`src/rtl/uwl_pkg.sv`:
```
package uwl_pkg;
   typedef enum logic [1:0] {
      UWL_IDLE  = 2'd0,
      UWL_ISSUE = 2'd1,
      UWL_WAIT  = 2'd2
   } uwl_state_e;
endpackage

```
`src/rtl/uwl_screen.sv`:
```
// Classifies a request at the handshake: drop, fault, or start a read.
module uwl_screen #(
   parameter int RW = 4,
   parameter int LB = 2
) (
   input  logic          req_valid,
   input  logic          req_ready,
   input  logic          req_pass,
   input  logic          req_align_chk,
   input  logic [LB-1:0] addr_lo,
   input  logic [RW-1:0] req_base,
   input  logic [RW-1:0] req_dest,
   output logic          start,
   output logic          fault,
   output logic          overlap
);
   logic accept;
   logic live;
   logic misaligned;

   assign accept     = req_valid & req_ready;
   assign live       = accept & req_pass;
   assign misaligned = |addr_lo;
   assign fault      = live & req_align_chk & misaligned;
   assign overlap    = live & (req_base == req_dest);
   assign start      = live & ~fault;
endmodule

```
`src/rtl/uwl_ctrl.sv`:
```
// One-outstanding read sequencer with captured request fields.
module uwl_ctrl
   import uwl_pkg::*;
#(
   parameter int AW = 32,
   parameter int RW = 4,
   parameter int LB = 2
) (
   input  logic          clk,
   input  logic          rst_n,
   input  logic          start,
   input  logic [AW-1:0] addr,
   input  logic [RW-1:0] dest,
   input  logic          mem_rd_ready,
   input  logic          mem_rsp_valid,
   output logic          req_ready,
   output logic          mem_rd_valid,
   output logic [AW-1:0] mem_rd_addr,
   output logic          mem_rsp_ready,
   output logic          rsp_fire,
   output logic [RW-1:0] dest_q,
   output logic [LB-1:0] rot_q
);
   uwl_state_e       state;
   logic [AW-LB-1:0] word_q;

   always_ff @(posedge clk or negedge rst_n) begin
      if (!rst_n) begin
         state  <= UWL_IDLE;
         word_q <= '0;
         rot_q  <= '0;
         dest_q <= '0;
      end else begin
         case (state)
            UWL_IDLE: if (start) begin
               state  <= UWL_ISSUE;
               word_q <= addr[AW-1:LB];
               rot_q  <= addr[LB-1:0];
               dest_q <= dest;
            end
            UWL_ISSUE: if (mem_rd_ready) state <= UWL_WAIT;
            UWL_WAIT:  if (mem_rsp_valid) state <= UWL_IDLE;
            default:   state <= UWL_IDLE;
         endcase
      end
   end

   assign req_ready     = (state == UWL_IDLE);
   assign mem_rd_valid  = (state == UWL_ISSUE);
   assign mem_rd_addr   = {word_q, {LB{1'b0}}};
   assign mem_rsp_ready = (state == UWL_WAIT);
   assign rsp_fire      = mem_rsp_ready & mem_rsp_valid;
endmodule

```
`src/rtl/uwl_rotate.sv`:
```
// Byte-granular right rotation; IMPL picks the structure.
module uwl_rotate #(
   parameter int DW   = 32,
   parameter int LB   = 2,
   parameter int IMPL = 0
) (
   input  logic [DW-1:0] din,
   input  logic [LB-1:0] lanes,
   output logic [DW-1:0] dout
);
   localparam int LANES = DW / 8;

   generate
      if (IMPL == 0) begin : g_shift
         logic [2*DW-1:0] dbl;
         assign dbl  = {din, din} >> {lanes, 3'b000};
         assign dout = dbl[DW-1:0];
      end else begin : g_mux
         logic [DW-1:0] cand [LANES];
         for (genvar k = 0; k < LANES; k++) begin : g_lane
            if (k == 0) begin : g_zero
               assign cand[k] = din;
            end else begin : g_rot
               assign cand[k] = {din[8*k-1:0], din[DW-1:8*k]};
            end
         end
         assign dout = cand[lanes];
      end
   endgenerate
endmodule

```
`src/rtl/uwl_aligner.sv`:
```
module uwl_aligner #(
   parameter int AW       = 32,
   parameter int DW       = 32,
   parameter int RW       = 4,
   parameter int ROT_IMPL = 0
) (
   input  logic          clk,
   input  logic          rst_n,
   input  logic          req_valid,
   output logic          req_ready,
   input  logic [AW-1:0] req_addr,
   input  logic          req_pass,
   input  logic          req_priv,
   input  logic          req_align_chk,
   input  logic [RW-1:0] req_base,
   input  logic [RW-1:0] req_dest,
   output logic          mem_rd_valid,
   input  logic          mem_rd_ready,
   output logic [AW-1:0] mem_rd_addr,
   output logic          mem_rd_user,
   input  logic          mem_rsp_valid,
   output logic          mem_rsp_ready,
   input  logic [DW-1:0] mem_rsp_data,
   input  logic          mem_rsp_abort,
   output logic          wb_valid,
   output logic [RW-1:0] wb_reg,
   output logic [DW-1:0] wb_data,
   output logic          align_fault,
   output logic          abort_out,
   output logic          overlap_flag
);
   localparam int LANES = DW / 8;
   localparam int LB    = $clog2(LANES);

   generate
      if ((DW % 8) != 0 || LANES < 2 || (1 << LB) != LANES) begin : g_bad_dw
         $error("uwl_aligner: DW must be a power-of-two count of bytes, at least 2");
      end
      if (AW <= LB) begin : g_bad_aw
         $error("uwl_aligner: AW too narrow for the byte offset");
      end
      if (RW < 1) begin : g_bad_rw
         $error("uwl_aligner: RW must be at least 1");
      end
      if (ROT_IMPL != 0 && ROT_IMPL != 1) begin : g_bad_impl
         $error("uwl_aligner: ROT_IMPL must be 0 or 1");
      end
   endgenerate

   logic          start;
   logic          rsp_fire;
   logic [RW-1:0] dest_q;
   logic [LB-1:0] rot_q;
   logic [DW-1:0] rotated;

   uwl_screen #(.RW(RW), .LB(LB)) i_screen (
      .req_valid     (req_valid),
      .req_ready     (req_ready),
      .req_pass      (req_pass),
      .req_align_chk (req_align_chk),
      .addr_lo       (req_addr[LB-1:0]),
      .req_base      (req_base),
      .req_dest      (req_dest),
      .start         (start),
      .fault         (align_fault),
      .overlap       (overlap_flag)
   );

   uwl_ctrl #(.AW(AW), .RW(RW), .LB(LB)) i_ctrl (
      .clk           (clk),
      .rst_n         (rst_n),
      .start         (start),
      .addr          (req_addr),
      .dest          (req_dest),
      .mem_rd_ready  (mem_rd_ready),
      .mem_rsp_valid (mem_rsp_valid),
      .req_ready     (req_ready),
      .mem_rd_valid  (mem_rd_valid),
      .mem_rd_addr   (mem_rd_addr),
      .mem_rsp_ready (mem_rsp_ready),
      .rsp_fire      (rsp_fire),
      .dest_q        (dest_q),
      .rot_q         (rot_q)
   );

   uwl_rotate #(.DW(DW), .LB(LB), .IMPL(ROT_IMPL)) i_rotate (
      .din   (mem_rsp_data),
      .lanes (rot_q),
      .dout  (rotated)
   );

   // The bus tag ignores the core mode: every access is unprivileged.
   assign mem_rd_user = 1'b1;
   assign wb_valid    = rsp_fire & ~mem_rsp_abort;
   assign abort_out   = rsp_fire & mem_rsp_abort;
   assign wb_reg      = dest_q;
   assign wb_data     = rotated;
endmodule

```
`config.mk`:
```
export PLATFORM = sky130hd
export DESIGN_NAME = uwl_aligner
export DESIGN_NICKNAME = d
export VERILOG_FILES = /design/src/rtl/uwl_pkg.sv /design/src/rtl/uwl_screen.sv /design/src/rtl/uwl_ctrl.sv /design/src/rtl/uwl_rotate.sv /design/src/rtl/uwl_aligner.sv
export SDC_FILE = /design/constraint.sdc
export NUM_CORES = 1
export LEC_CHECK = 0
export BUFFER_PORTS_ARGS = -buffer_cell sky130_fd_sc_hd__buf_2
export CAP_MARGIN = 20
export CORE_MARGIN = 5
export CORE_UTILIZATION = 39
export CTS_CLUSTER_DIAMETER = 40
export DETAILED_ROUTE_END_ITERATION = 12
export MAX_ROUTING_LAYER = met4
export PLACE_DENSITY_LB_ADDON = 0.1
export SYNTH_ARGS = -nofsm -noshare
export SYNTH_HDL_FRONTEND = slang
export SYNTH_HIERARCHICAL = 1
export SYNTH_SLANG_ARGS = --single-unit
```
`constraint.sdc`:
```
create_clock -name clk -period 1.75 [get_ports clk]
set_input_delay 0.35 -clock clk [delete_from_list [all_inputs] [get_ports clk]]
set_output_delay 0.35 -clock clk [all_outputs]
set_load 0.02 [all_outputs]
```
Word-level counts from Yosys, hierarchy flattened
Cells that the tools add are included.

word-level totals
  register bits = 38
  logic and storage cells = 30
  output and inout port bits = 76
  input bits = 81

operators by class
  eq/ne operators = 6
  bitwise gates (word level) = 11
  shift-type cells = 1
  muxes and demuxes = 4
  reduce and logical (&&, ||, !) cells = 4

operators with widths
  kind                                                              count
  64-bit by 5-bit right shift with 32-bit output                    1
  1-bit bitwise AND                                                 9
  2-bit 2-to-1 mux                                                  3
  2-bit one-hot mux with 3 select lines                             1
  4-bit == test                                                     1
  2-bit by 1-bit != test with 1-bit output (second input constant)  2
  3-bit AND reduction                                               1
  2-bit by 1-bit == test with 1-bit output (second input constant)  1
  2-bit == test (second input constant)                             1
  2-bit logical NOT                                                 1
  2-bit != test (second input constant)                             1
  1-bit inverter                                                    2
  2-bit AND reduction                                               1
  2-bit OR reduction                                                1

Longest topological paths before layout
Gate-level depths: netlist (run 1).

  depth after elaboration = 9
  gate-level depth with buffers = 7
  mapped depth without buffers = 5

By module
The synthesis (run 1) kept the hierarchy.

modules (own cells, without submodules)
  module       sequential area each (µm²)  area an instance (µm²)  instances  cells an instance
  uwl_ctrl     950.9                       1619.1                  1          90
  uwl_rotate   0.0                         824.5                   1          40
  uwl_screen   0.0                         65.1                    1          10
  uwl_aligner  0.0                         27.5                    1          4

Least setup slack after synthesis (run 1)
Ideal clock, no wire load.

  kind = register -> register
  from = register i_ctrl.state[0]
  to = register i_ctrl.dest_q[0]
  data required time = 1625 ps
  library setup time = 125 ps
  cell stages (with the launch flop) = 8
  arrival = 1865 ps
  clock period less this slack = 1991 ps
  path buffers = 2
  slack = -241 ps
  cells stage by stage = dfrtp_1 -> nor2_1 -> nand3_1 -> nor2b_1 -> nor3b_2 -> buf_6 -> buf_12 -> mux2_4

on the way
  word-level cells in the longest chain between the ends = 8

RTL lines
  what                             line               text
  from (decl)                      uwl_ctrl.sv:24     uwl_state_e state;
  from (signal assigned)           uwl_ctrl.sv:29     state <= UWL_IDLE;
  from (signal assigned)           uwl_ctrl.sv:36     state <= UWL_ISSUE;
  from (signal assigned)           uwl_ctrl.sv:41     UWL_ISSUE: if (mem_rd_ready) state <= UWL_WAIT;
  2-bit logical NOT *              uwl_ctrl.sv:48     assign req_ready = (state == UWL_IDLE);
  via req_ready                    uwl_aligner.sv:10  output logic req_ready,
  1-bit bitwise AND *              uwl_screen.sv:21   assign accept = req_valid & req_ready;
  1-bit bitwise AND *              uwl_screen.sv:22   assign live = accept & req_pass;
  1-bit bitwise AND (2 in a row)   uwl_screen.sv:24   assign fault = live & req_align_chk & misaligned;
  1-bit inverter                   uwl_screen.sv:26   assign start = live & ~fault;
  1-bit bitwise AND *              uwl_screen.sv:26
  via start                        uwl_aligner.sv:50  logic start;
  2-bit AND reduction (no line) *  --
  to (signal assigned)             uwl_ctrl.sv:39     dest_q <= dest;
  to (decl)                        uwl_ctrl.sv:21     output logic [RW-1:0] dest_q,

Mark *: on every way through the listed nets, which the timed path passes. The rest lies on a longest branch.
A chain may end at the register's enable or synchronous reset.

Worst setup path in the final report (run 1)
  from = register i_ctrl.rot_q[0]
  to = output port wb_data[27]

on the way
  word-level cells in the longest chain between the ends = 1

RTL lines
  what                                            line               text
  from (decl)                                     uwl_ctrl.sv:22     output logic [LB-1:0] rot_q
  from (signal assigned)                          uwl_ctrl.sv:38     rot_q <= addr[LB-1:0];
  64-bit by 5-bit right shift with 32-bit output  uwl_rotate.sv:16   assign dbl = {din, din} >> {lanes, 3'b000};
  to (decl)                                       uwl_aligner.sv:27  output logic [DW-1:0] wb_data,

Every way passes these cells.

==> flow_metrics.py, run 1 <==
metrics = {
    "status": {
        "outcome": "finished with violations",
        "violations": "setup timing",
    },
    "power_and_ir_drop": {
        "p_int_mw": 4.61,
        "p_leak_nw": 1.93,
        "clkPwrFrac_pct": 12.0,
        "switching_share_pct": 38.6,
        "cellPowerDensity_nw_per_um2": 1900,
        "sequentialPowerShare_pct": 21.3,
        "pwr-share-comb_pct": 66.7,
        "power_mw": 7.52,
        "switchingPower_mw": 2.91,
        "max-vdd-ir-drop_mv": 1.17,
    },
    "worst_setup_path": {
        "crit_path_end_kind": "primary output",
        "critical_path_class": "reg -> out",
        "worstPathMaxFanout": 20,
        "arrival_ps": 1580,
        "worstSetupStartpointType": "register",
        "required_ps": 1400,
    },
    "placement": {
        "place_congestion": 0.727,
        "dp_slack_ps": -210,
        "io_buffers": 152,
        "hpwl_mm": 4.75,
    },
    "timing": {
        "report.final.slew_viol_count": 0,
        "rsz0062_at_grt": "true",
        "min_period_over_period_pct": 110,
        "fmax_mhz": 518,
        "clock_skew_ps": 11.4,
        "finalSetupViolations": 52,
        "setup_ws_ps": -181,
        "fin_crit_ps": 1930,
        "hold_viol_final": 0,
    },
    "yosys": {
        "syn_area_per_cell_sq_um": 17.6,
        "synth_ff_type": "dfrtp_1",
        "ys_ff_latch": 38,
        "yosysMostFrequentCell": "dfrtp_1",
        "synth_area_sq_um": 2540,
        "ys_types": 23,
        "async_flop_share_pct": 100,
        "synth_edf_count": 0,
        "synth_top_cell_area_share_pct": 37.5,
        "yosysWarnings": 6,
        "ys_seq_area_share_pct": 37.5,
        "synth.area.top_cells": "dfrtp_1 37%, mux4_2 28%, mux2_4 18%",
        "netlist_instances": 144,
        "synth_top_area_cell": "dfrtp_1",
        "ys_top_cells_by_count": "38 x dfrtp_1, 31 x mux4_2, 30 x mux2_4",
    },
    "die": {
        "start_util_pct": 39.9,
        "die-area_sq_um": 8220,
        "num_rows": 29,
        "die_y_um": 90.6,
        "pin_count": 157,
        "die_w_um": 90.6,
        "core_sq_um": 6350,
    },
    "drt": {
        "drtIter0Drc": 60,
        "post_drt_wl_per_cell_um": 17.0,
        "ant_nets": 0,
        "routed_wirelength_mm": 6.82,
        "dr.pass1.iters": 4,
        "vias": 2007,
        "vias_per_cell": 5.00,
        "drcViolationCount": 0,
    },
    "clock_tree": {
        "cts-root-buf": "clkbuf_8",
        "cts_tree": "built",
        "htreeDepth": 2,
        "hold_buffers": 0,
        "clk_latency_ps": 290,
        "cts_made_buffers": 5,
        "clock_path_buffers": 2,
        "numClockSinks": 38,
        "clk_pin_slew_ps": 90,
    },
    "finish": {
        "postLayoutCoreUtil_pct": 62.4,
        "drive_gt1_share_pct": 84.3,
        "area_delta_synth_final_pct": 56.3,
        "nets": 404,
        "diodes": 0,
        "fillCellCount": 516,
    },
    "grt": {
        "grt.total_usage_pct": 16.4,
        "grt_pass1_wl_mm": 10.8,
        "grt_max_degree": 39,
        "grt_pass1_vias": 2140,
        "grt_overflow": 0,
        "antenna_found_initial": 0,
    },
    "worst_hold_path": {
        "min_path_type": "in -> async",
    },
    "run": {
        "drv_cap": 0,
    },
}
through the flow:
step	instances	instance area [sq um]	hold slack [ps]	setup TNS, ps
floorplan	145	2550	54.4	-384
global placement	371	3360	429	-4460
detailed placement	371	3360	434	-5630
CTS	397	3800	108	-5120
global route	401	3960	131	-9640
finish	401	3960	83.6	-4660
worst max-delay path: stages, from the launching register on:
cell     delay (ps)
dfrtp_2         410
buf_12          190
mux4_2          520
buf_2           180
repair_timing:
action                     4_1_cts  5_1_grt
gates resized for setup         27       37
pin swaps                        4        3
setup endpoints to repair       66       73
cloned                           4        1
setup buffers                   14        6
logic make-up after synthesis:
family	after synthesis	synth area share [%]
AOI/OAI and AO/OA	3	0.839
buffers and inverters	16	7.79
muxes	68	49.0
xor gates and xnor gates	4	1.38
other	2	0.296
DFF	38	37.5
and+or+nand+nor	13	3.21
layout make-up:
type	instances	area (sq um)	area share, %
repair buffers	186	1320	33.2
well taps	77	96.3	2.43
multi-input cells	91	1460	36.8
clock buffers	5	68.8	1.74
inverters	1	3.75	0.0947
clock inverters	3	68.8	1.74
flip-flops and latches	38	953	24.1
power by group through the flow:
stage / registers (mW) / logic, mW / clock network [mW]
final: 1.60 / 5.02 / 0.901
after global routing: 1.67 / 5.32 / 0.960
after CTS: 1.60 / 4.70 / 0.920
after detailed placement: 1.58 / 4.30 / 0
after global placement: 1.58 / 4.25 / 0
after floorplan: 2.07 / 2.70 / 0
metal layers:
| metal | wire length [um] | global-route usage (%) |
|---|---|---|
| met1 | 2790 | 20.8 |
| met2 | 3550 | 27.4 |
| met3 | 456 | 3.33 |
| met4 | 21 | 3.10 |
| met5 | 0 | - |
final timing paths:
path                                  start                end  slack (ps)  cells past startpoint
setup / recovery            i_ctrl/rot_q[0]        wb_data[27]        -180                      3
hold / removal                        rst_n  i_ctrl/word_q[17]          80                      2
setup reg to reg            i_ctrl/state[1]   i_ctrl/word_q[7]         -10                      7
hold reg to reg            i_ctrl/word_q[4]   i_ctrl/word_q[4]         510                      1
max in group asynchronous             rst_n    i_ctrl/rot_q[1]        1280                      2
min in group clk               mem_rd_ready    i_ctrl/state[0]         260                      2
placed cells by master (no fill, tap or decap), drive strengths merged:
| master | n |
|---|---|
| xnor2 | 4 |
| clkbuf | 6 |
| inv | 1 |
| clkinv | 1 |
| nor3b | 1 |
| mux2 | 36 |
| and2b | 2 |
| nand3 | 1 |
| bufbuf | 1 |
| buf | 184 |
| conb | 3 |
| a22o | 1 |
| nor2b | 2 |
| dfrtp | 38 |
| nand4 | 1 |
| a211oi | 1 |
| bufinv | 2 |
| and2 | 2 |
| mux4 | 32 |
| nor2 | 4 |
| o21ai | 1 |
registers in the layout (all words and copies together) (netlist names):
signal and count:
i_ctrl/word_q 30, i_ctrl/dest_q 4, i_ctrl/rot_q 2, i_ctrl/state 2
No activity file was read; power rests on OpenSTA's default activity.
==> inputs of run 2 (changes only) <==
--- a/config.mk
+++ b/config.mk
@@ -6,13 +6,13 @@
 export NUM_CORES = 1
 export LEC_CHECK = 0
 export BUFFER_PORTS_ARGS = -buffer_cell sky130_fd_sc_hd__buf_2
-export CAP_MARGIN = 20
 export CORE_MARGIN = 5
 export CORE_UTILIZATION = 39
 export CTS_CLUSTER_DIAMETER = 40
 export DETAILED_ROUTE_END_ITERATION = 12
 export MAX_ROUTING_LAYER = met4
 export PLACE_DENSITY_LB_ADDON = 0.1
+export REMOVE_ABC_BUFFERS = 1
 export SYNTH_ARGS = -nofsm -noshare
 export SYNTH_HDL_FRONTEND = slang
 export SYNTH_HIERARCHICAL = 1
==> run 2 against run 1 <==
Compared with the run above:
- the run still ends with setup timing left
- largest cell class unchanged
- critical endpoint is now wb_data[8]
- maximum frequency down 1.1%
- first-iteration DRC count rose by 3.3%
- combinational power rose by 1%
- cell count rose by 0.25%
- global-route usage down 0.32 points
- die area unchanged
- clock power down 37%
- wire length fell by 2.3%
- critical path depth up 1
- register-to-register slack got worse by 40 ps
- power decreased by 3.3%
- worst setup slack got worse by 21 ps
==> flow_metrics.py, run 2 (synthesis gave the netlist of run 1 again) <==
metrics = {
    "finish": {
        "largest_reg_flops": 30,
        "nets": 406,
        "top_regs": "i_ctrl/word_q (30), i_ctrl/dest_q (4)",
        "final_common_cell": "buf_2",
        "top_register": "i_ctrl/word_q",
        "drive_gt1_share_pct": 83.7,
        "layout_common_cells": "131 x buf_2, 36 x mux2_4, 36 x dfrtp_1, 31 x mux4_2, 26 x buf_6",
        "diodes": 0,
        "fillCellCount": 508,
        "area_delta_synth_final_pct": 55.1,
    },
    "timing": {
        "rsz0062_at_grt": "true",
        "hold_viol_final": 0,
        "finalSetupViolations": 71,
        "setup_tns_ps": -5990,
        "clock_skew_ps": 11.5,
        "report.final.slew_viol_count": 0,
        "fin_crit_ps": 1950,
        "min_period_over_period_pct": 112,
        "setup_ws_ps": -202,
        "fmax_mhz": 512,
    },
    "worst_setup_path": {
        "reg2reg_depth": 7,
        "arrival_ps": 1600,
        "crit_path_end_kind": "primary output",
        "worstSetupStartpointType": "register",
        "required_ps": 1400,
        "r2r_end": "i_ctrl/word_q[2]",
        "worstPathMaxFanout": 6,
        "critical_path_class": "reg -> out",
        "cp_top_family": "multiplexers",
        "cpMostUsedCell": "buf_4",
        "r2r-start": "i_ctrl/state[0]",
        "slowest_stage": "mux4_2",
        "r2r_setup_slack_ps": -50,
        "max_stage_delay_ps": 490,
        "path_cells": "buf_4, buf_16, mux4_2, buf_4",
        "crit_buf_inv": 3,
    },
    "drt": {
        "drcViolationCount": 0,
        "ant_nets": 0,
        "post_drt_wl_per_cell_um": 16.6,
        "vias_per_cell": 5.06,
        "routed_wirelength_mm": 6.66,
        "vias": 2036,
        "dr.pass1.iters": 4,
        "drtIter0Drc": 62,
    },
    "power_and_ir_drop": {
        "p_leak_nw": 1.90,
        "pwr-share-comb_pct": 70.0,
        "max-vdd-ir-drop_mv": 1.01,
        "switchingPower_mw": 2.87,
        "cellPowerDensity_nw_per_um2": 1850,
        "sequentialPowerShare_pct": 22.1,
        "switching_share_pct": 39.5,
        "p_int_mw": 4.40,
        "clkPwrFrac_pct": 7.8,
    },
    "run": {
        "drv_cap": 0,
    },
    "grt": {
        "antenna_found_initial": 0,
        "grt_max_degree": 39,
        "grt_pass1_wl_mm": 10.6,
        "grt_pass1_vias": 2197,
        "grt_overflow": 0,
        "grt.total_usage_pct": 16.1,
    },
    "clock_tree": {
        "clk_latency_ps": 290,
        "htreeDepth": 2,
        "hold_buffers": 0,
        "cts-root-buf": "clkbuf_8",
        "cts_made_buffers": 5,
        "clk_pin_slew_ps": 80,
        "cts_tree": "built",
        "clock_path_buffers": 2,
        "numClockSinks": 38,
    },
    "die": {
        "pin_count": 157,
        "die-area_sq_um": 8220,
        "die_w_um": 90.6,
        "num_rows": 29,
        "die_y_um": 90.6,
        "core_sq_um": 6350,
        "start_util_pct": 39.9,
    },
    "status": {
        "violations": "setup timing",
        "outcome": "finished with violations",
    },
    "worst_hold_path": {
        "min_path_type": "in -> async",
    },
    "placement": {
        "hpwl_mm": 4.85,
        "dp_slack_ps": -162,
        "io_buffers": 152,
        "place_congestion": 0.705,
    },
}
run 2: cell types whose count changed in the layout (fill, tap and decap cells not counted), moves of 2 or more:
cell / before / now
buf_2: 134 / 131
buf_8: 0 / 2
buf_4: 16 / 19
clkbuf_16: 1 / 3
bufinv_16: 2 / 0
run 2: worst max path at each step:
stage / cells past startpoint / end / slack [ps] / from
after floorplan: 5 / i_ctrl/rot_q[1] / -2040 / i_ctrl/state[0]
after global placement: 6 / i_ctrl/word_q[27] / -160 / req_addr[1]
after detailed placement: 6 / i_ctrl/word_q[24] / -160 / req_addr[1]
after CTS: 4 / wb_data[8] / -230 / i_ctrl/rot_q[0]
after global routing: 4 / wb_data[10] / -270 / i_ctrl/rot_q[0]
final: 4 / wb_data[8] / -200 / i_ctrl/rot_q[0]
run 2: layout make-up:
class,instances,area [sq um],share of cell area [%]
clock buffer,6,72.6,1.84
timing repair buffer,188,1350,34.4
clock inverter,1,7.51,0.191
sequential,38,953,24.2
multi-input combinational,91,1450,36.8
inverter,1,3.75,0.0954
tap,77,96.3,2.45
run 2: stage by stage:
stage / total power [mW] / hold WS (ps) / util (%) / std cells / area, sq um
floorplan: 4.48 / 54.4 / - / 130 / 2350
finish: 7.27 / 102 / 62.0 / 402 / 3930
global route: 7.70 / 149 / 62.0 / 402 / 3930
detailed placement: 5.93 / 438 / 53.4 / 375 / 3390
global placement: 5.89 / 429 / 53.4 / 375 / 3390
CTS: 7.01 / 117 / 59.0 / 400 / 3750
run 2: worst register-to-register path, delay by kind of cell, from the launching register on:
family	cells	cell delay (ps)
buf+inv	2	380
flops	1	410
mux	1	300
simple gates	4	590
run 2: repair_timing:
| item | 4_1_cts | 5_1_grt |
|---|---|---|
| buffers inserted | 15 | 1 |
| gates cloned | 3 | 3 |
| pin swaps | 3 | 4 |
| resized for setup | 33 | 39 |
| endpoints found under the setup margin | 72 | 72 |
run 2: metal layers:
metal  up-vias  global-route usage (%)  routed length (um)
li1        916                       -                   -
met1      1017                    19.5                2620
met2        96                    26.9                3420
met3         7                    3.75                 517
met4         0                    4.34                 102
met5         -                       -                   0
run 2: power groups by stage:
stage | Combinational (mW) | Sequential [mW] | Clock, mW
5_1_grt | 5.40 | 1.68 | 0.624
6_report | 5.09 | 1.61 | 0.570
3_5_place_dp | 4.35 | 1.58 | 0
3_3_place_gp | 4.30 | 1.59 | 0
4_1_cts | 4.81 | 1.60 | 0.598
2_1_floorplan | 2.17 | 2.31 | 0
==> inputs of run 3 (changes only) <==
--- a/config.mk
+++ b/config.mk
@@ -5,9 +5,12 @@
 export SDC_FILE = /design/constraint.sdc
 export NUM_CORES = 1
 export LEC_CHECK = 0
+export ABC_AREA = 1
 export BUFFER_PORTS_ARGS = -buffer_cell sky130_fd_sc_hd__buf_2
+export CELL_PAD_IN_SITES_DETAIL_PLACEMENT = 0
+export CELL_PAD_IN_SITES_GLOBAL_PLACEMENT = 1
 export CORE_MARGIN = 5
-export CORE_UTILIZATION = 39
+export CORE_UTILIZATION = 26
 export CTS_CLUSTER_DIAMETER = 40
 export DETAILED_ROUTE_END_ITERATION = 12
 export MAX_ROUTING_LAYER = met4
==> run 3 against run 2 <==
Compared with the run above:
- the flow now finishes without violations
- largest power group unchanged
- cell count grew 71%
- via count is 47% higher
- critical path type unchanged
- highest routed layer unchanged
- hold slack better by 0.96 ps
- non-clock buffer count is 24 lower
- combinational power shrank 27%
==> flow_metrics.py, run 3 <==
metrics = {
    "finish": {
        "finalNonFillerCells": 686,
        "largest_reg_flops": 30,
        "layout_common_cells": "169 x nand2_1, 146 x buf_2, 101 x nand3_1, 42 x inv_1, 35 x dfrtp_1",
        "nets": 633,
        "fillCellCount": 1130,
        "fin_area_sq_um": 3640,
        "diodes": 0,
        "drive_gt1_share_pct": 34.9,
        "top_register": "i_ctrl/word_q",
        "area_delta_synth_final_pct": 37.9,
        "top_regs": "i_ctrl/word_q (30), i_ctrl/dest_q (4)",
        "final_common_cell": "nand2_1",
    },
    "timing": {
        "hold_viol_final": 0,
        "fin_crit_ps": 1720,
        "clock_skew_ps": 0.889,
        "finalSetupViolations": 0,
        "min_period_over_period_pct": 98.1,
        "setup_tns_ps": 0,
        "report.final.slew_viol_count": 0,
        "rsz0062_at_grt": "true",
        "fmax_mhz": 583,
    },
    "worst_setup_path": {
        "max_stage_delay_ps": 460,
        "crit_buf_inv": 2,
        "worstSetupStartpointType": "register",
        "cp_top_family": "flip-flops",
        "critical_path_class": "reg -> out",
        "slowest_stage": "dfrtp_2",
        "worstPathMaxFanout": 32,
        "crit_path_end_kind": "primary output",
        "path_cells": "inv_8, nand2_1, nand3_1, nand2_1, buf_2",
        "required_ps": 1400,
        "arrival_ps": 1370,
        "cpMostUsedCell": "nand2_1",
    },
    "die": {
        "start_util_pct": 26.8,
        "die_w_um": 111,
        "pin_count": 157,
        "num_rows": 36,
        "die-area_sq_um": 12300,
        "die_y_um": 111,
        "core_sq_um": 9820,
    },
    "power_and_ir_drop": {
        "sequentialPowerShare_pct": 24.7,
        "p_leak_nw": 2.24,
        "max-vdd-ir-drop_mv": 0.840,
        "switchingPower_mw": 2.96,
        "clkPwrFrac_pct": 10.8,
        "pwr-share-comb_pct": 64.5,
        "switching_share_pct": 51.2,
        "cellPowerDensity_nw_per_um2": 1590,
        "p_int_mw": 2.82,
    },
    "placement": {
        "hpwl_mm": 6.52,
        "io_buffers": 152,
        "place_congestion": 0.727,
        "dpl_cell_area_sq_um": 3470,
        "placedCellCount": 677,
    },
    "grt": {
        "antenna_found_initial": 0,
        "grt.total_usage_pct": 14.1,
        "grt_max_degree": 39,
        "grt_pass1_vias": 3013,
        "grt_pass1_wl_mm": 14.2,
        "grt_overflow": 0,
    },
    "clock_tree": {
        "clk_pin_slew_ps": 70,
        "numClockSinks": 38,
        "htreeDepth": 2,
        "cts-root-buf": "clkbuf_8",
        "cts_made_buffers": 5,
        "cts_tree": "built",
        "clk_latency_ps": 280,
        "hold_buffers": 0,
        "clock_path_buffers": 2,
    },
    "drt": {
        "vias": 3002,
        "drtIter0Drc": 107,
        "post_drt_wl_per_cell_um": 12.4,
        "ant_nets": 0,
        "dr.pass1.iters": 4,
        "routed_wirelength_mm": 8.51,
        "vias_per_cell": 4.38,
        "drcViolationCount": 0,
    },
    "worst_hold_path": {
        "min_path_type": "in -> async",
    },
    "yosys": {
        "ys_top_cells_by_count": "169 x nand2_1, 102 x nand3_1, 43 x inv_1",
        "ys_ff_latch": 38,
        "ys_seq_area_share_pct": 36.1,
        "async_flop_share_pct": 100,
        "synth.area.top_cells": "dfrtp_1 36%, nand2_1 24%, nand3_1 19%",
        "synth_edf_count": 0,
        "syn_area_per_cell_sq_um": 6.46,
        "synth_top_cell_area_share_pct": 36.1,
        "synth_area_sq_um": 2640,
        "yosysMostFrequentCell": "nand2_1",
        "synth_ff_type": "dfrtp_1",
        "synth_top_area_cell": "dfrtp_1",
        "yosysWarnings": 6,
        "ys_types": 20,
        "netlist_instances": 408,
    },
    "status": {
        "outcome": "finished clean",
    },
    "run": {
        "drv_cap": 0,
    },
}
[run 3: per-stage QoR]
| step | hold WS (ps) | setup WS [ps] | util (%) | power (mW) |
|---|---|---|---|---|
| after floorplan | 54.4 | -1640 | - | 3.69 |
| after global placement | 441 | 192 | 35.3 | 5.08 |
| after detailed placement | 443 | 185 | 35.3 | 5.10 |
| after CTS | 120 | 4.93 | 36.5 | 5.79 |
| after global routing | 153 | -48.5 | 37.0 | 6.29 |
| final | 103 | 33.8 | 37.0 | 5.78 |
[run 3: worst paths after layout]
path	end	startpoint	slack, ps	depth (start not counted)
setup reg to reg	i_ctrl/word_q[29]	i_ctrl/state[0]	210	7
setup / recovery	wb_data[24]	i_ctrl/rot_q[0]	30	5
min in group clk	i_ctrl/state[0]	mem_rd_ready	250	2
max in group asynchronous	i_ctrl/rot_q[0]	rst_n	1280	2
hold / removal	i_ctrl/word_q[17]	rst_n	100	2
hold reg to reg	i_ctrl/word_q[24]	i_ctrl/word_q[24]	470	2
[run 3: routing by layer]
metal	wire, um	global-route usage (%)
met3	606	4.04
met5	0	-
met2	3980	24.0
met1	3840	16.5
met4	81	2.96
[run 3: timing repair]
item | CTS | global route
endpoints found under the setup margin | 33 | 36
buffers inserted | 0 | 1
resized for setup | 9 | 12
pin swaps | 1 | 3
[run 3: layout make-up]
cell class,count,area [sq um],area share (%)
Clock inverter,1,5.00,0.138
Sequential cell,38,955,26.3
Timing Repair Buffer,164,922,25.4
Multi-Input combinational cell,298,1320,36.3
Inverter,45,181,4.99
Tap cell,133,166,4.58
Clock buffer,7,86.3,2.37
[run 3: logic make-up after synthesis]
| group | after synthesis | share of synthesized area [%] |
|---|---|---|
| AOI/OAI and AO/OA | 2 | 0.570 |
| xor gates and xnor gates | 2 | 0.665 |
| other | 2 | 0.285 |
| and+or+nand+nor | 291 | 47.9 |
| DFF | 38 | 36.1 |
| buffers and inverters | 73 | 14.5 |
[run 3: worst reg2reg max path, cell delays in order (launching register included)]
cell and delay [ps]:
dfrtp_2 450, nor2_4 160, nand3_2 110, nor2_2 200
nand2_2 160, buf_4 230, nand2_1 80, nand2_1 40
[run 3: power by group through the flow]
stage	registers [mW]	logic, mW	clock network, mW
2_1_floorplan	1.92	1.77	0
3_3_place_gp	1.42	3.66	0
3_5_place_dp	1.42	3.68	0
4_1_cts	1.42	3.71	0.655
5_1_grt	1.48	4.13	0.686
6_report	1.43	3.73	0.627
